### src/rtl/char_io_pkg.sv
// Package: shared types for the keyboard/display register window.
// Assumes a single clock domain and a synchronous active-low reset.
package char_io_pkg;

    // Which device register, if any, the current address selects
    typedef enum logic [2:0] {
        REG_NONE  = 3'd0,
        REG_KSTAT = 3'd1,
        REG_KDATA = 3'd2,
        REG_DSTAT = 3'd3,
        REG_DDATA = 3'd4
    } cio_reg_e;

endpackage

### src/rtl/cio_addr_decode.sv
// Module: address decoder for the register window.
// Compares the full bus address against the four device addresses and
// reports which register is hit. Memory is deselected on any hit.
// Assumes the addresses given are distinct.
module cio_addr_decode
    import char_io_pkg::*;
#(
    parameter int                ADDR_W  = 16,
    parameter logic [ADDR_W-1:0] KSTAT_A = 16'hFE00,
    parameter logic [ADDR_W-1:0] KDATA_A = 16'hFE02,
    parameter logic [ADDR_W-1:0] DSTAT_A = 16'hFE04,
    parameter logic [ADDR_W-1:0] DDATA_A = 16'hFE06
) (
    input  logic [ADDR_W-1:0] addr,
    output cio_reg_e          reg_sel,
    output logic              mem_sel
);

    localparam int N_REGS = 4;
    localparam logic [N_REGS*ADDR_W-1:0] ADDR_LIST = {DDATA_A, DSTAT_A, KDATA_A, KSTAT_A};

    logic [N_REGS-1:0] hit;

    // One comparator per device register
    for (genvar g = 0; g < N_REGS; g++) begin : g_cmp
        assign hit[g] = (addr == ADDR_LIST[g*ADDR_W +: ADDR_W]);
    end

    // Turn the hit vector into a register selector
    always_comb begin
        reg_sel = REG_NONE;
        if (hit[0])      reg_sel = REG_KSTAT;
        else if (hit[1]) reg_sel = REG_KDATA;
        else if (hit[2]) reg_sel = REG_DSTAT;
        else if (hit[3]) reg_sel = REG_DDATA;
    end

    // Memory answers only when no device register is addressed
    assign mem_sel = ~(|hit);

    // distinct addresses can never hit together
    always_comb begin
        p_single_hit_r1: assert ($onehot0(hit));
    end

endmodule

### src/rtl/cio_kbd_port.sv
// Module: keyboard receive holding register with ready flag.
// Captures a character only while the flag is low. The flag is set on
// capture and cleared by a processor read of the data register.
// Assumes rx_valid is a one-cycle strobe per received character.
module cio_kbd_port #(
    parameter int CHAR_W = 8
) (
    input  logic              clk,
    input  logic              rst_n,
    input  logic              rx_valid,
    input  logic [CHAR_W-1:0] rx_char,
    input  logic              data_read,
    output logic              ready,
    output logic [CHAR_W-1:0] char_q
);

    logic accept;

    // An arrival is taken only while no character is waiting
    assign accept = rx_valid & ~ready;

    // Ready flag: set on capture, cleared by a data read
    always_ff @(posedge clk) begin
        if (!rst_n)         ready <= 1'b0;
        else if (accept)    ready <= 1'b1;
        else if (data_read) ready <= 1'b0;
    end

    // Holding register: loads only on an accepted arrival
    always_ff @(posedge clk) begin
        if (!rst_n)      char_q <= '0;
        else if (accept) char_q <= rx_char;
    end

    // an accepted arrival is captured and flagged
    p_capture_r3: assert property (@(posedge clk) disable iff (!rst_n)
        (rx_valid && !ready) |=> (ready && char_q == $past(rx_char)));

    // a waiting character survives further arrivals
    p_hold_r4: assert property (@(posedge clk) disable iff (!rst_n)
        (ready && rx_valid) |=> $stable(char_q));

    // a read with no accepted arrival leaves the flag low
    p_clear_r5: assert property (@(posedge clk) disable iff (!rst_n)
        (data_read && !(rx_valid && !ready)) |=> !ready);

endmodule

### src/rtl/cio_disp_port.sv
// Module: display output register with ready flag.
// A write is accepted only while the display is ready. Acceptance
// drops the flag and drives a one-cycle load pulse with the character.
// A done pulse raises the flag again.
// Assumes disp_done pulses once per loaded character.
module cio_disp_port #(
    parameter int CHAR_W = 8
) (
    input  logic              clk,
    input  logic              rst_n,
    input  logic              wr_strobe,
    input  logic [CHAR_W-1:0] wr_char,
    input  logic              done,
    output logic              ready,
    output logic              load,
    output logic [CHAR_W-1:0] load_char
);

    logic take;

    // A write counts only while the display can accept it
    assign take = wr_strobe & ready;

    // Ready flag: starts high, drops on acceptance, rises on done
    always_ff @(posedge clk) begin
        if (!rst_n)    ready <= 1'b1;
        else if (take) ready <= 1'b0;
        else if (done) ready <= 1'b1;
    end

    // Load pulse: one cycle after each accepted write
    always_ff @(posedge clk) begin
        if (!rst_n) load <= 1'b0;
        else        load <= take;
    end

    // Character register toward the display
    always_ff @(posedge clk) begin
        if (!rst_n)    load_char <= '0;
        else if (take) load_char <= wr_char;
    end

    // a load pulse always finds the flag dropped
    p_load_busy_r7: assert property (@(posedge clk) disable iff (!rst_n)
        load |-> !ready);

    // a write while busy yields no load pulse
    p_busy_ignore_r8: assert property (@(posedge clk) disable iff (!rst_n)
        (wr_strobe && !ready) |=> (!load && $stable(load_char)));

    // done while busy restores the flag
    p_done_r9: assert property (@(posedge clk) disable iff (!rst_n)
        (done && !ready) |=> ready);

endmodule

### src/rtl/char_io_regfile.sv
// Module: top of the keyboard/display register window.
// Decodes the bus address, routes strobes to the two device ports and
// steers the read data between memory and the device registers.
// Assumes rd_data is sampled combinationally by the bus in the same
// cycle as rd_en, and that side effects take effect at the next edge.
module char_io_regfile
    import char_io_pkg::*;
#(
    parameter int                ADDR_W  = 16,
    parameter int                DATA_W  = 16,
    parameter int                CHAR_W  = 8,
    parameter logic [ADDR_W-1:0] KSTAT_A = 16'hFE00,
    parameter logic [ADDR_W-1:0] KDATA_A = 16'hFE02,
    parameter logic [ADDR_W-1:0] DSTAT_A = 16'hFE04,
    parameter logic [ADDR_W-1:0] DDATA_A = 16'hFE06
) (
    input  logic              clk,
    input  logic              rst_n,
    input  logic [ADDR_W-1:0] addr,
    input  logic              rd_en,
    input  logic              wr_en,
    input  logic [DATA_W-1:0] wr_data,
    input  logic [DATA_W-1:0] mem_rdata,
    output logic [DATA_W-1:0] rd_data,
    output logic              mem_sel,
    input  logic              rx_valid,
    input  logic [CHAR_W-1:0] rx_char,
    input  logic              disp_done,
    output logic              disp_load,
    output logic [CHAR_W-1:0] disp_char
);

    localparam int PAD_W = DATA_W - CHAR_W;
    localparam int LOW_W = DATA_W - 1;

    cio_reg_e          reg_sel;
    logic              kbd_ready;
    logic [CHAR_W-1:0] kbd_char;
    logic              dsp_ready;
    logic              kbd_data_read;
    logic              dsp_data_write;
    logic              unused_wr_hi;

    // Only the character byte of a write is stored anywhere
    assign unused_wr_hi = ^wr_data[DATA_W-1:CHAR_W];

    cio_addr_decode #(
        .ADDR_W (ADDR_W),
        .KSTAT_A(KSTAT_A),
        .KDATA_A(KDATA_A),
        .DSTAT_A(DSTAT_A),
        .DDATA_A(DDATA_A)
    ) u_dec (
        .addr   (addr),
        .reg_sel(reg_sel),
        .mem_sel(mem_sel)
    );

    // Strobes qualified by the decoded register
    assign kbd_data_read  = rd_en & (reg_sel == REG_KDATA);
    assign dsp_data_write = wr_en & (reg_sel == REG_DDATA);

    cio_kbd_port #(.CHAR_W(CHAR_W)) u_kbd (
        .clk      (clk),
        .rst_n    (rst_n),
        .rx_valid (rx_valid),
        .rx_char  (rx_char),
        .data_read(kbd_data_read),
        .ready    (kbd_ready),
        .char_q   (kbd_char)
    );

    cio_disp_port #(.CHAR_W(CHAR_W)) u_dsp (
        .clk      (clk),
        .rst_n    (rst_n),
        .wr_strobe(dsp_data_write),
        .wr_char  (wr_data[CHAR_W-1:0]),
        .done     (disp_done),
        .ready    (dsp_ready),
        .load     (disp_load),
        .load_char(disp_char)
    );

    // Read steering between memory and the device registers
    always_comb begin
        unique case (reg_sel)
            REG_KSTAT: rd_data = {kbd_ready, {LOW_W{1'b0}}};
            REG_KDATA: rd_data = {{PAD_W{1'b0}}, kbd_char};
            REG_DSTAT: rd_data = {dsp_ready, {LOW_W{1'b0}}};
            REG_DDATA: rd_data = '0;
            default:   rd_data = mem_rdata;
        endcase
    end

    // memory data is passed through whenever memory is selected
    p_mem_pass_r1: assert property (@(posedge clk) disable iff (!rst_n)
        mem_sel |-> (rd_data == mem_rdata));

endmodule

### config.mk
export PLATFORM = sky130hd
export DESIGN_NAME = char_io_regfile
export DESIGN_NICKNAME = d
export VERILOG_FILES = /design/src/rtl/char_io_pkg.sv /design/src/rtl/cio_addr_decode.sv /design/src/rtl/cio_kbd_port.sv /design/src/rtl/cio_disp_port.sv /design/src/rtl/char_io_regfile.sv
export SDC_FILE = /design/constraint.sdc
export NUM_CORES = 1
export LEC_CHECK = 0
export ABC_CLOCK_PERIOD_IN_PS = 2300
export BUFFER_PORTS_ARGS = -buffer_cell sky130_fd_sc_hd__clkbuf_2
export CORE_ASPECT_RATIO = 0.8
export CORE_MARGIN = 2
export CORE_UTILIZATION = 40
export CTS_CLUSTER_DIAMETER = 80
export DETAILED_ROUTE_END_ITERATION = 10
export PLACE_DENSITY_LB_ADDON = 0.1
export SYNTH_ARGS = -nofsm -noshare
export SYNTH_HDL_FRONTEND = slang
export SYNTH_SLANG_ARGS = --single-unit
### constraint.sdc
create_clock -name clk -period 2.3 [get_ports clk]
set_input_delay 0 -clock clk [delete_from_list [all_inputs] [get_ports clk]]
set_output_delay 0 -clock clk [all_outputs]
set_load 0.005 [all_outputs]
Word level (Yosys, flattened, before mapping)
Index checks and enable logic that the tools add are counted.

word-level totals
  register bits = 19
  bits in latches = 0
  memory bits (writable) = 0
  ROM bits = 0
  logic and storage cells = 31
  memories = 0

operators by class
  add/sub/neg operators = 0
  multiply operators = 0
  divide/modulo/power cells = 0
  magnitude comparators = 0
  eq/ne operators = 8
  shift-type cells = 0
  mux-type cells = 9
  bitwise gates (word level) = 6
  reductions and logical operators = 3

operators with widths
  cell                    number
  $eq A16 B16 Y1 const B  4
  $pmux W16 S4            1
  $mux W3                 4
  $eq A3 B2 Y1 const B    2
  $and A1 B1 Y1           4
  $mux W1                 4
  $reduce_bool A2 Y1      2
  $reduce_or A4 Y1        1
  $eq A3 B1 Y1 const B    1
  $eq A3 B3 Y1 const B    1
  $not A1 Y1              2

Logic depth before layout (Yosys ltp)
Gate-level depths: netlist (run 1).

  depth after elaboration = 9
  mapped depth = 5
  mapped depth without buffers = 4

Hierarchy
A second synthesis (run 1) with hierarchy kept.

unflattened totals
  cells, all modules = 145
  area total of the unflattened synthesis = 1203.7 um^2

by module, submodules not included
  module           instances  cells an instance  area each (um^2)  sequential area each (um^2)
  cio_disp_port    1          43                 419.2             200.2
  cio_kbd_port     1          39                 379.1             180.2
  char_io_regfile  1          50                 315.3             0.0
  cio_addr_decode  1          13                 90.1              0.0

Worst setup path before layout (run 1)
Ideal clock, no wire load.

  path type = input to register
  start point = in addr[7]
  end point = reg u_dsp.load_char[0]
  data arrival time = 920 ps
  required time = 2228 ps
  path slack = 1308 ps
  stages = 4
  cells stage by stage = nor4b_4 > nand4_4 > nor2_8 > mux2i_1

between the ends
  word-level cells in the longest chain between the ends = 8

ends and longest elaborated chain
  item                  RTL line               source
  start, declared       char_io_regfile.sv:19  input logic [ADDR_W-1:0] addr,
  $eq A16 B16 Y1        cio_addr_decode.sv:26  assign hit[g] = (addr == ADDR_LIST[g*ADDR_W +: ADDR_W]);
  $mux W3               cio_addr_decode.sv:35  else if (hit[3]) reg_sel = REG_DDATA;
  $mux W3               cio_addr_decode.sv:34  else if (hit[2]) reg_sel = REG_DSTAT;
  $mux W3               cio_addr_decode.sv:33  else if (hit[1]) reg_sel = REG_KDATA;
  $mux W3 *             cio_addr_decode.sv:32  if (hit[0]) reg_sel = REG_KSTAT;
  $eq A3 B3 Y1 *        char_io_regfile.sv:61  assign dsp_data_write = wr_en & (reg_sel == REG_DDATA);
  $and A1 B1 Y1 *       char_io_regfile.sv:61
  $and A1 B1 Y1 *       cio_disp_port.sv:22    assign take = wr_strobe & ready;
  end signal, assigned  cio_disp_port.sv:40    else if (take) load_char <= wr_char;
  end, declared         cio_disp_port.sv:16    output logic [CHAR_W-1:0] load_char

Every way passes the cells marked *; elsewhere a longest branch is shown, timed or not.
A chain may end at the register's enable or synchronous reset.

Worst setup path after layout (run 1)
  start point = in addr[7]
  end point = out rd_data[15]

between the ends
  word-level cells in the longest chain between the ends = 7

ends and longest elaborated chain
  item                                        RTL line               source
  $eq A16 B16 Y1                              cio_addr_decode.sv:26
  $mux W3                                     cio_addr_decode.sv:35
  $mux W3                                     cio_addr_decode.sv:34
  $mux W3                                     cio_addr_decode.sv:33
  $mux W3 *                                   cio_addr_decode.sv:32
  $eq A3 B3 Y1, or another cell as far along  char_io_regfile.sv:86  unique case (reg_sel)
  $pmux W16 S4 *                              char_io_regfile.sv:86
  end, declared                               char_io_regfile.sv:24  output logic [DATA_W-1:0] rd_data,

Marks and branches as above.

==> reports/qor.csv, run 1 <==
stage,metric,value,unit
outcome,status,"complete, no violations",
drt,initial DRC count,31,
timing,RSZ-0062 raised after global routing,false,
worst_setup_path,Crit path largest cell delay,0.37,ns
yosys,Post-Syn Nets,176,
layout,final-stage net count,272,
clock_network,Post-CTS Setup Bufs,0,
yosys,synthesized flop and latch total,19,
clock_network,Clock Latency Late Sink,0.29,ns
global_route,GRT Util Overall,17.9,%
worst_setup_path,Startpoint Class,primary input,
timing,worst-margin pin slew,0.601,ns
drt,via count,1090,
clock_network,CTS Buffer Depth,2,
yosys,"Seq/Total Area, Yosys",38.6,%
worst_setup_path,top cell family by delay on the critical path,simple AND/OR/NAND/NOR gates,
layout,footprint of the multi-input gates,576,um2
global_route,first-pass GRT wire length,4040,um
timing,min Tclk post-route,1.27,ns
placement,gpl congestion,0.699,
worst_setup_path,Crit-path slowest cell,nand4_4,
floorplan,Starting Density,41.0,%
layout,Register Area,380,um2
pwr,Peak supply drop,287,uV
yosys,top_reg_cell synth,dfxtp_1,
clock_network,hold_buf cts,18,
yosys,Mapped Area,986,um2
timing,Final WS setup,1.03,ns
global_route,initial antenna violation count,0,
clock_network,CTS tree,built,
floorplan,chip width,59.5,um
timing,Max Freq,0.790,GHz
placement,Setup Slack @ Placement,0.867,ns
min_path,Hold Path Class,primary input to flip-flop,
drt,DRC Markers,0,
clock_network,clock slew seen by the registers of the worst setup and hold paths,0.10,ns
pwr,pwr/cell area,403,mW/mm2
placement,PortBufs,79,
drt,DR pass1 iterations,2,
clock_network,clock buffer count from CTS,3,
worst_setup_path,FF-to-FF Start,u_dsp.ready$_SDFFE_PN1P_,
timing,TNS Setup,0,ns
min_path,Hold Path Stages,3,
clock_network,H-tree Lvls,1,
layout,fill count,215,
clock_network,clock root cell,clkbuf_4,
worst_setup_path,WS Path Type,primary input to output port,
worst_setup_path,CP most frequent cell,clkbuf_2,
drt,Antenna Nets Post-Route,0,
min_path,hold_sp,rd_en,
drt,total wire length,2390,um
floorplan,row count,16,
yosys,Cells after Synth,114,
clock_network,post-cts gate resize count,0,
timing,Rel. slew slack,59.8,%
timing,Final period util,55.0,%
timing,hold_ws,0.0528,ns
global_route,largest net degree at the start of global routing,29,
worst_setup_path,Critical Path AT,1.27,ns
global_route,grt ovf,0,
worst_setup_path,Critical R2R Capture,u_dsp.load_char[3]$_SDFFE_PN0P_,
pwr,Pleak,0.000809,uW
timing,worst clock skew,0.00353,ns
worst_setup_path,Critical path buffers and inverters,2,
floorplan,die area,0.00288,mm2
flow_run,Max-cap violations,0,
timing,Final Max Slew Viols,0,
drt,routed length per instance,10.1,um
global_route,vias in the first global route,1012,
yosys,Synth async-reset ratio,0,%
floorplan,# IOs,88,
layout,ANT cells,0,
worst_setup_path,Worst EP required,2.30,ns
min_path,hold path endpoint,u_kbd.ready$_SDFFE_PN0P_,
layout,fraction of layout cells with a size suffix above 1,42.1,%
yosys,"Distinct cells, synth",20,
yosys,yosys warns,0,
worst_setup_path,CP Max Fanout,28,
worst_setup_path,R2R depth,3,
floorplan,Core Region,0.00240,mm2
timing,Final setup viols,0,
clock_network,clk sinks,19,
worst_setup_path,FF-to-FF setup slack,1.17,ns
timing,final hold vios,0,
floorplan,Die Ht,48.4,um
layout,layout overhead on the synthesized area,62.2,%
yosys,Syn Area/Cell,8.65,um2
drt,vias per inst,4.62,
placement,HPWL Detailed,1790,um
worst_setup_path,worst path cell trace,clkbuf_2 > nor4b_4 > nand4_4 > o31ai_1 > clkbuf_2,
worst_setup_path,Worst setup EP type,output port,
yosys,"EDFF count, synth",0,
## worst reg2reg max path: cells and delay by family, from the launching register on
kind / cells / cell delay (ns)
simple gates: 2 / 0.47
mux: 1 / 0.23
flops: 1 / 0.37
## state kept, by name (all words and copies together) (netlist names)
signal / count
u_dsp.load_char: 8
u_kbd.char_q: 8
u_dsp.load: 1
u_dsp.ready: 1
u_kbd.ready: 1
## cells by family (layout without fill, tap and decap cells)
group | Yosys count | count (layout) | synth area share (%)
buf+inv | 7 | 102 | 3.04
simple gates | 60 | 60 | 34.6
compound gates | 11 | 11 | 6.47
flops | 19 | 19 | 38.6
mux | 17 | 17 | 17.3
## cell type report
type                    count  share of cell area, %
well taps                  27                   2.11
multi-input cells          88                   36.0
clock buffers               4                   1.64
repair buffers             98                   36.5
flip-flops and latches     19                   23.8
## per-stage QoR
stage	utilization [%]	cell area, um2	instances	total power, uW
final	66.6	1600	236	645
after global routing	66.6	1600	236	688
after CTS	66.6	1600	236	658
after detailed placement	58.0	1390	214	469
after global placement	58.0	1390	214	466
after floorplan	-	986	114	403
## layout by cell type, fill, tap and decap left out, types with 2 or more instances in the layout
| cell type | n |
|---|---|
| dlygate4sd3_1 | 18 |
| nand2_1 | 33 |
| clkbuf_2 | 79 |
| o21ai_0 | 9 |
| clkbuf_4 | 3 |
| nor2_1 | 2 |
| mux2i_1 | 17 |
| dfxtp_1 | 19 |
| and2_1 | 8 |
| nor2b_1 | 10 |
## per-layer routing
metal	wire [um]	up-vias	global-route usage [%]
li1	-	573	-
met1	970	472	19.2
met2	1240	45	33.9
met3	177	0	5.61
met4	0	0	3.33
met5	0	-	0
## synthesized netlist by cell type, types with 2 or more instances
cell      count  area share, %
o21ai_0       9            4.6
dfxtp_1      19             39
nand2_1      33             13
mux2i_1      17             17
nor2_1        2           0.76
clkbuf_1      3            1.1
buf_2         2            1.0
nor2b_1      10            6.3
and2_1        8            5.1
## report_power, final
part | switching (uW) | internal [uW] | leakage, uW | total (uW)
combinational | 53.6 | 87.5 | 0.000639 | 141
sequential | 4.93 | 338 | 0.000155 | 343
clock | 93.2 | 67.4 | 0.0000150 | 161
## worst max-delay path by stage
stage | startpoint | to | slack (ns) | cells after the start
floorplan | addr[7] | u_dsp.load_char[0]$_SDFFE_PN0P_ | 1.31 | 4
global placement | addr[7] | u_dsp.load_char[7]$_SDFFE_PN0P_ | 0.93 | 5
detailed placement | addr[7] | u_dsp.load_char[7]$_SDFFE_PN0P_ | 0.87 | 5
CTS | addr[7] | rd_data[15] | 1.01 | 5
global route | addr[7] | rd_data[15] | 0.90 | 5
finish | addr[7] | rd_data[15] | 1.03 | 5
No activity file was read; power rests on OpenSTA's default activity.
==> run 2, diff against run 1 <==
--- a/config.mk
+++ b/config.mk
@@ -5,11 +5,12 @@
 export SDC_FILE = /design/constraint.sdc
 export NUM_CORES = 1
 export LEC_CHECK = 0
-export ABC_CLOCK_PERIOD_IN_PS = 2300
+export ABC_AREA = 1
+export ABC_CLOCK_PERIOD_IN_PS = 1100
 export BUFFER_PORTS_ARGS = -buffer_cell sky130_fd_sc_hd__clkbuf_2
 export CORE_ASPECT_RATIO = 0.8
 export CORE_MARGIN = 2
-export CORE_UTILIZATION = 40
+export CORE_UTILIZATION = 35
 export CTS_CLUSTER_DIAMETER = 80
 export DETAILED_ROUTE_END_ITERATION = 10
 export PLACE_DENSITY_LB_ADDON = 0.1
==> constraint.sdc (replaced) <==
create_clock -name clk -period 1.1 [get_ports clk]
set_input_delay 0 -clock clk [delete_from_list [all_inputs] [get_ports clk]]
set_output_delay 0 -clock clk [all_outputs]
set_load 0.005 [all_outputs]
==> reports/qor.csv, run 2 <==
stage,metric,value,unit,change
drt,total wire length,2750,um,+15%
worst_setup_path,end of the critical path,rd_data[0],,
drt,Antenna Nets Post-Route,0,,unchanged
worst_setup_path,CP Max Fanout,8,,-71%
placement,DP Area,0.00160,mm2,+15%
layout,Layout Cells excl Fill,304,,+29%
global_route,largest net degree at the start of global routing,12,,-59%
layout,layout overhead on the synthesized area,66.3,%,
yosys,yosys warns,0,,unchanged
timing,hold_ws,0.00653,ns,-0.0463 ns
clock_network,CTS tree,built,,
clock_network,CTS Buffer Depth,2,,unchanged
worst_setup_path,Worst setup EP type,output port,,
yosys,Syn Area/Cell,6.65,um2,-23%
placement,PortBufs,79,,unchanged
yosys,"Distinct cells, synth",23,,+15%
timing,Final period util,93.3,%,
layout,Top Registers,"u_dsp.load_char: 8 flops, u_kbd.char_q: 8 flops",,
min_path,Hold Path Class,primary input to flip-flop,,
yosys,synthesized flop and latch total,19,,unchanged
worst_setup_path,FF-to-FF Start,u_dsp.ready$_SDFFE_PN1P_,,
clock_network,H-tree Lvls,1,,unchanged
layout,final instance area,0.00181,mm2,+13%
layout,Register Area,382,um2,+0.33%
yosys,top_reg_cell synth,dfxtp_1,,
drt,routed length per instance,9.06,um,-10%
clock_network,clock root cell,clkbuf_8,,
timing,Max Freq,0.975,GHz,
worst_setup_path,WS Path Type,primary input to output port,,
drt,DRC Markers,0,,unchanged
drt,DR pass1 iterations,2,,unchanged
floorplan,# IOs,88,,unchanged
worst_setup_path,R2R depth,3,,unchanged
timing,Final Max Slew Viols,0,,unchanged
global_route,GRT Util Overall,15.3,%,-2.7 points
flow_run,Max-cap violations,0,,unchanged
yosys,synth cell count leaders,"nand2_1, nor2_1, dfxtp_1, inv_1, nand3_1",,
pwr,Pleak,0.000980,uW,+21%
clock_network,clk sinks,19,,unchanged
floorplan,Core Region,0.00304,mm2,+27%
placement,dpl cells,287,,+34%
yosys,Yosys top cell area share,34.9,%,-3.7 points
placement,gpl congestion,0.708,,+1.4%
clock_network,clock slew seen by the registers of the worst setup and hold paths,0.06,ns,-0.04 ns
layout,fill count,301,,+40%
yosys,Area contributors post-synth,"dfxtp_1, nand2_1, nor2_1, inv_1, nand3_1",,
pwr,total design power,1480,uW,+130%
yosys,Cells after Synth,164,,+44%
layout,ANT cells,0,,unchanged
placement,HPWL Detailed,2170,um,+21%
layout,fraction of layout cells with a size suffix above 1,44.3,%,+2.2 points
worst_setup_path,Worst EP required,1.10,ns,-1.20 ns
layout,most frequent cells in the layout,"clkbuf_2, nand2_1, nor2_1",,
yosys,"Seq/Total Area, Yosys",34.9,%,-3.7 points
timing,worst-margin pin slew,0.349,ns,-0.252 ns
yosys,Synth async-reset ratio,0,%,unchanged
global_route,vias in the first global route,1039,,+2.7%
yosys,Post-Syn Nets,226,,+28%
drt,initial DRC count,23,,-26%
outcome,status,"complete, no violations",,
floorplan,chip width,66.4,um,+12%
timing,RSZ-0062 raised after global routing,true,,
worst_setup_path,FF-to-FF setup slack,0.17,ns,-1.00 ns
worst_setup_path,crit path from,addr[3],,
layout,footprint of the multi-input gates,646,um2,+12%
yosys,most common cell in the netlist,nand2_1,,
drt,vias per inst,4.36,,-5.7%
timing,Final setup viols,0,,unchanged
global_route,initial antenna violation count,0,,unchanged
layout,final-stage net count,327,,+20%
timing,min Tclk post-route,1.03,ns,
floorplan,Starting Density,35.9,%,-5.2 points
global_route,grt ovf,0,,unchanged
pwr,Peak supply drop,486,uV,+69%
timing,Rel. slew slack,76.7,%,+17 points
layout,"leading cell type in the layout, fill and taps excluded",clkbuf_2,,
worst_setup_path,Critical R2R Capture,u_dsp.ready$_SDFFE_PN1P_,,
timing,final hold vios,0,,unchanged
floorplan,Die Ht,53.9,um,+11%
yosys,Mapped Area,0.00109,mm2,+11%
worst_setup_path,Startpoint Class,primary input,,
floorplan,row count,18,,+2
global_route,first-pass GRT wire length,4230,um,+4.6%
clock_network,clock buffer count from CTS,3,,unchanged
clock_network,Clock Latency Late Sink,0.25,ns,-0.04 ns
timing,worst clock skew,0.00153,ns,-0.00200 ns
yosys,"EDFF count, synth",0,,unchanged
timing,TNS Setup,0,ns,unchanged
yosys,post-synth top area cell,dfxtp_1,,
pwr,pwr/cell area,818,mW/mm2,+100%
worst_setup_path,Critical Path AT,1.03,ns,-0.24 ns
drt,via count,1324,,+21%
floorplan,die area,0.00358,mm2,+24%
run 2: worst min path at each step:
stage,from,endpoint,cells after the start
final,wr_data[2],u_dsp.load_char[2]$_SDFFE_PN0P_,3
after global routing,wr_data[5],u_dsp.load_char[5]$_SDFFE_PN0P_,3
after CTS,wr_data[7],u_dsp.load_char[7]$_SDFFE_PN0P_,3
after detailed placement,rx_char[2],u_kbd.char_q[2]$_SDFFE_PN0P_,3
after global placement,rx_char[0],u_kbd.char_q[0]$_SDFFE_PN0P_,3
after floorplan,mem_rdata[10],rd_data[10],2
run 2: kinds of logic (layout without fill, tap and decap cells):
group	count (synthesis)	count (layout)	share of synthesized area, %
buffers and inverters	25	125	8.83
DFF	19	19	34.9
AOI/OAI and AO/OA	20	20	11.6
and+or+nand+nor	100	100	44.7
run 2: layout make-up:
| cell class | instances | area share [%] |
|---|---|---|
| Timing Repair Buffer | 99 | 33.4 |
| Sequential cell | 19 | 21.0 |
| Clock buffer | 4 | 2.48 |
| Inverter | 22 | 4.69 |
| Multi-Input combinational cell | 120 | 35.6 |
| Tap cell | 40 | 2.76 |
run 2: stage by stage:
step                util (%)  setup WS [ns]
floorplan                  -         0.0929
global placement        52.6         0.0401
detailed placement      52.6         0.0214
CTS                     56.7         0.0142
global route            59.7       -0.00853
finish                  59.7         0.0740
run 2: metal layers:
layer,vias to the layer above,GRT usage (%),wire length (um)
met2,40,24.0,1190
met3,4,3.35,172
li1,726,-,-
met5,-,0,0
met1,554,20.9,1380
met4,0,5.10,19
run 2: repair_timing:
action | 4_1_cts | 5_1_grt
resized for setup | 0 | 15
hold endpoints to repair | 8 | 2
setup buffers | 0 | 3
setup endpoints to repair | 0 | 18
hold buffers | 8 | 2
run 2: critical path: stages:
cell and delay [ns]:
clkbuf_2 0.08, inv_2 0.06, nand4_1 0.18, nor2_2 0.23, o21ai_4 0.09, buf_6 0.14
nand3_1 0.08, nand2_1 0.05, clkbuf_2 0.10
run 2: power breakdown:
part	switching, uW	internal [uW]
clock network	211	257
logic	131	156
registers	13.1	716
==> run 3, diff against run 2 <==
--- a/config.mk
+++ b/config.mk
@@ -5,12 +5,14 @@
 export SDC_FILE = /design/constraint.sdc
 export NUM_CORES = 1
 export LEC_CHECK = 0
-export ABC_AREA = 1
+export ABC_AREA = 0
 export ABC_CLOCK_PERIOD_IN_PS = 1100
 export BUFFER_PORTS_ARGS = -buffer_cell sky130_fd_sc_hd__clkbuf_2
+export CELL_PAD_IN_SITES_DETAIL_PLACEMENT = 1
+export CELL_PAD_IN_SITES_GLOBAL_PLACEMENT = 1
 export CORE_ASPECT_RATIO = 0.8
 export CORE_MARGIN = 2
-export CORE_UTILIZATION = 35
+export CORE_UTILIZATION = 22
 export CTS_CLUSTER_DIAMETER = 80
 export DETAILED_ROUTE_END_ITERATION = 10
 export PLACE_DENSITY_LB_ADDON = 0.1
==> reports/qor.csv, run 3 (same netlist as run 1, synthesis figures left out) <==
stage,metric,value,unit,change
placement,HPWL Detailed,2440,um,+12%
drt,DR pass1 iterations,2,,unchanged
clock_network,CTS tree,built,,
worst_setup_path,Critical Path AT,1.07,ns,+0.04 ns
outcome,status,"complete, no violations",,
timing,hold_ws,0.00134,ns,-0.00519 ns
clock_network,H-tree Lvls,1,,unchanged
drt,routed length per instance,11.7,um,+30%
global_route,grt ovf,0,,unchanged
timing,Final period util,97.6,%,+4.3 points
layout,fraction of layout cells with a size suffix above 1,48.5,%,+4.2 points
clock_network,Clock Latency Late Sink,0.25,ns,about the same
floorplan,chip width,78.8,um,+19%
flow_run,Max-cap violations,0,,unchanged
pwr,pwr/cell area,910,mW/mm2,+11%
drt,total wire length,3090,um,+12%
worst_setup_path,Worst setup EP type,output port,,
timing,TNS Setup,0,ns,unchanged
clock_network,clock slew seen by the registers of the worst setup and hold paths,0.07,ns,about the same
layout,fill count,566,,+88%
drt,DRC Markers,0,,unchanged
timing,Max Freq,0.931,GHz,-4.4%
placement,PortBufs,79,,unchanged
floorplan,row count,21,,+3
drt,Antenna Nets Post-Route,0,,unchanged
floorplan,die area,0.00504,mm2,+41%
floorplan,Core Region,0.00426,mm2,+40%
layout,Top Registers,"u_dsp.load_char: 8 flops, u_kbd.char_q: 8 flops",,
min_path,hold path endpoint,u_kbd.char_q[7]$_SDFFE_PN0P_,,
pwr,Peak supply drop,387,uV,-20%
worst_setup_path,Startpoint Class,flip-flop,,
global_route,initial antenna violation count,0,,unchanged
clock_network,clock buffer count from CTS,3,,unchanged
timing,Final WS setup,0.0262,ns,-0.0477 ns
timing,worst-margin pin slew,0.477,ns,+0.128 ns
layout,"leading cell type in the layout, fill and taps excluded",clkbuf_2,,
global_route,largest net degree at the start of global routing,28,,+16
min_path,Hold Path Stages,3,,unchanged
layout,layout overhead on the synthesized area,66.0,%,
timing,Final setup viols,0,,unchanged
layout,ANT cells,0,,unchanged
global_route,first-pass GRT wire length,5310,um,+26%
clock_network,clock root cell,clkbuf_8,,
worst_setup_path,WS Path Type,flip-flop to output port,,
worst_setup_path,CP Max Fanout,2,,-6
worst_setup_path,Critical R2R Capture,u_kbd.char_q[0]$_SDFFE_PN0P_,,
layout,footprint of the multi-input gates,593,um2,-8.1%
global_route,vias in the first global route,1228,,+18%
floorplan,Starting Density,23.2,%,-13 points
worst_setup_path,R2R depth,4,,+1
clock_network,clk sinks,19,,unchanged
placement,Setup Slack @ Placement,-0.108,ns,-0.130 ns
layout,final-stage net count,269,,-18%
timing,Final Max Slew Viols,0,,unchanged
layout,Util after Layout,38.4,%,-21 points
layout,Register Area,383,um2,+0.33%
timing,worst clock skew,0.00196,ns,+0.000431 ns
drt,initial DRC count,17,,-26%
drt,vias per inst,4.24,,-2.6%
min_path,hold_sp,rx_char[7],,
worst_setup_path,FF-to-FF setup slack,0.06,ns,-0.11 ns
timing,final hold vios,0,,unchanged
timing,Rel. slew slack,68.2,%,-8.5 points
worst_setup_path,FF-to-FF Start,u_kbd.ready$_SDFFE_PN0P_,,
min_path,Hold Path Class,primary input to flip-flop,,
worst_setup_path,Worst EP required,1.10,ns,about the same
placement,gpl congestion,0.782,,+10%
layout,most frequent cells in the layout,"clkbuf_2, nand2_1, dfxtp_1",,
timing,min Tclk post-route,1.07,ns,+0.0477 ns
pwr,Pleak,0.000809,uW,-17%
timing,RSZ-0062 raised after global routing,true,,
global_route,GRT Util Overall,13.3,%,-1.9 points
drt,via count,1116,,-16%
floorplan,Die Ht,63.9,um,+18%
clock_network,CTS Buffer Depth,2,,unchanged
floorplan,# IOs,88,,unchanged
run 3: cell types whose count changed in the layout (fill, tap and decap cells not counted), sizes merged, moves of 2 or more:
cell | previous run | this run
and2 | 0 | 8
nand3 | 16 | 1
nor2 | 35 | 4
mux2i | 0 | 17
nand4 | 9 | 2
nor2b | 0 | 10
nand2 | 38 | 33
inv | 22 | 0
buf | 10 | 7
a21oi | 11 | 0
dlygate4sd3 | 10 | 8
run 3: worst max-delay path by stage:
stage | start | to | slack, ns
after detailed placement | addr[7] | u_dsp.load_char[4]$_SDFFE_PN0P_ | -0.11
after CTS | u_dsp.ready$_SDFFE_PN1P_ | rd_data[15] | -0.003
after floorplan | addr[7] | u_dsp.load_char[0]$_SDFFE_PN0P_ | 0.11
final | u_dsp.ready$_SDFFE_PN1P_ | rd_data[15] | 0.03
after global routing | u_dsp.ready$_SDFFE_PN1P_ | rd_data[15] | -0.09
after global placement | addr[7] | u_dsp.load_char[2]$_SDFFE_PN0P_ | -0.06
run 3: report_power, final:
group / total [uW] / switching, uW / internal, uW / leakage, uW
clock: 483 / 232 / 252 / 0.0000255
sequential: 720 / 11.9 / 708 / 0.000154
combinational: 285 / 116 / 170 / 0.000629
total: 1490 / 359 / 1130 / 0.000809
run 3: per-layer routing:
layer | part of all wire [%] | GRT usage (%)
met1 | 36 | 14.3
met2 | 52 | 24.4
met3 | 9.5 | 3.95
met4 | 1.9 | 5.60
met5 | 0 | 0
run 3: critical path: stages (launching register included):
cell and delay, ns:
dfxtp_2 0.34, buf_6 0.09, mux2i_1 0.06, o31ai_1 0.18, clkbuf_2 0.15
run 3: what timing repair did:
action,4_1_cts,5_1_grt
gates resized for setup,4,7
pin swaps,2,2
setup endpoints to repair,17,21
hold buffers,8,0
cloned,1,0
hold endpoints to repair,8,0
setup buffers,2,0
run 3: final cells by class:
| class | instances | share of cell area [%] |
|---|---|---|
| Timing Repair Buffer | 94 | 33.2 |
| Sequential cell | 19 | 23.4 |
| Multi-Input combinational cell | 89 | 36.2 |
| Clock buffer | 3 | 2.52 |
| Clock inverter | 1 | 0.306 |
| Tap cell | 57 | 4.36 |
run 3: per-stage QoR:
step | total power (uW) | cells | cell area, um2
after floorplan | 844 | 114 | 986
after global placement | 982 | 248 | 1460
after detailed placement | 992 | 248 | 1460
after CTS | 1510 | 263 | 1630
after global routing | 1580 | 263 | 1640
final | 1490 | 263 | 1640
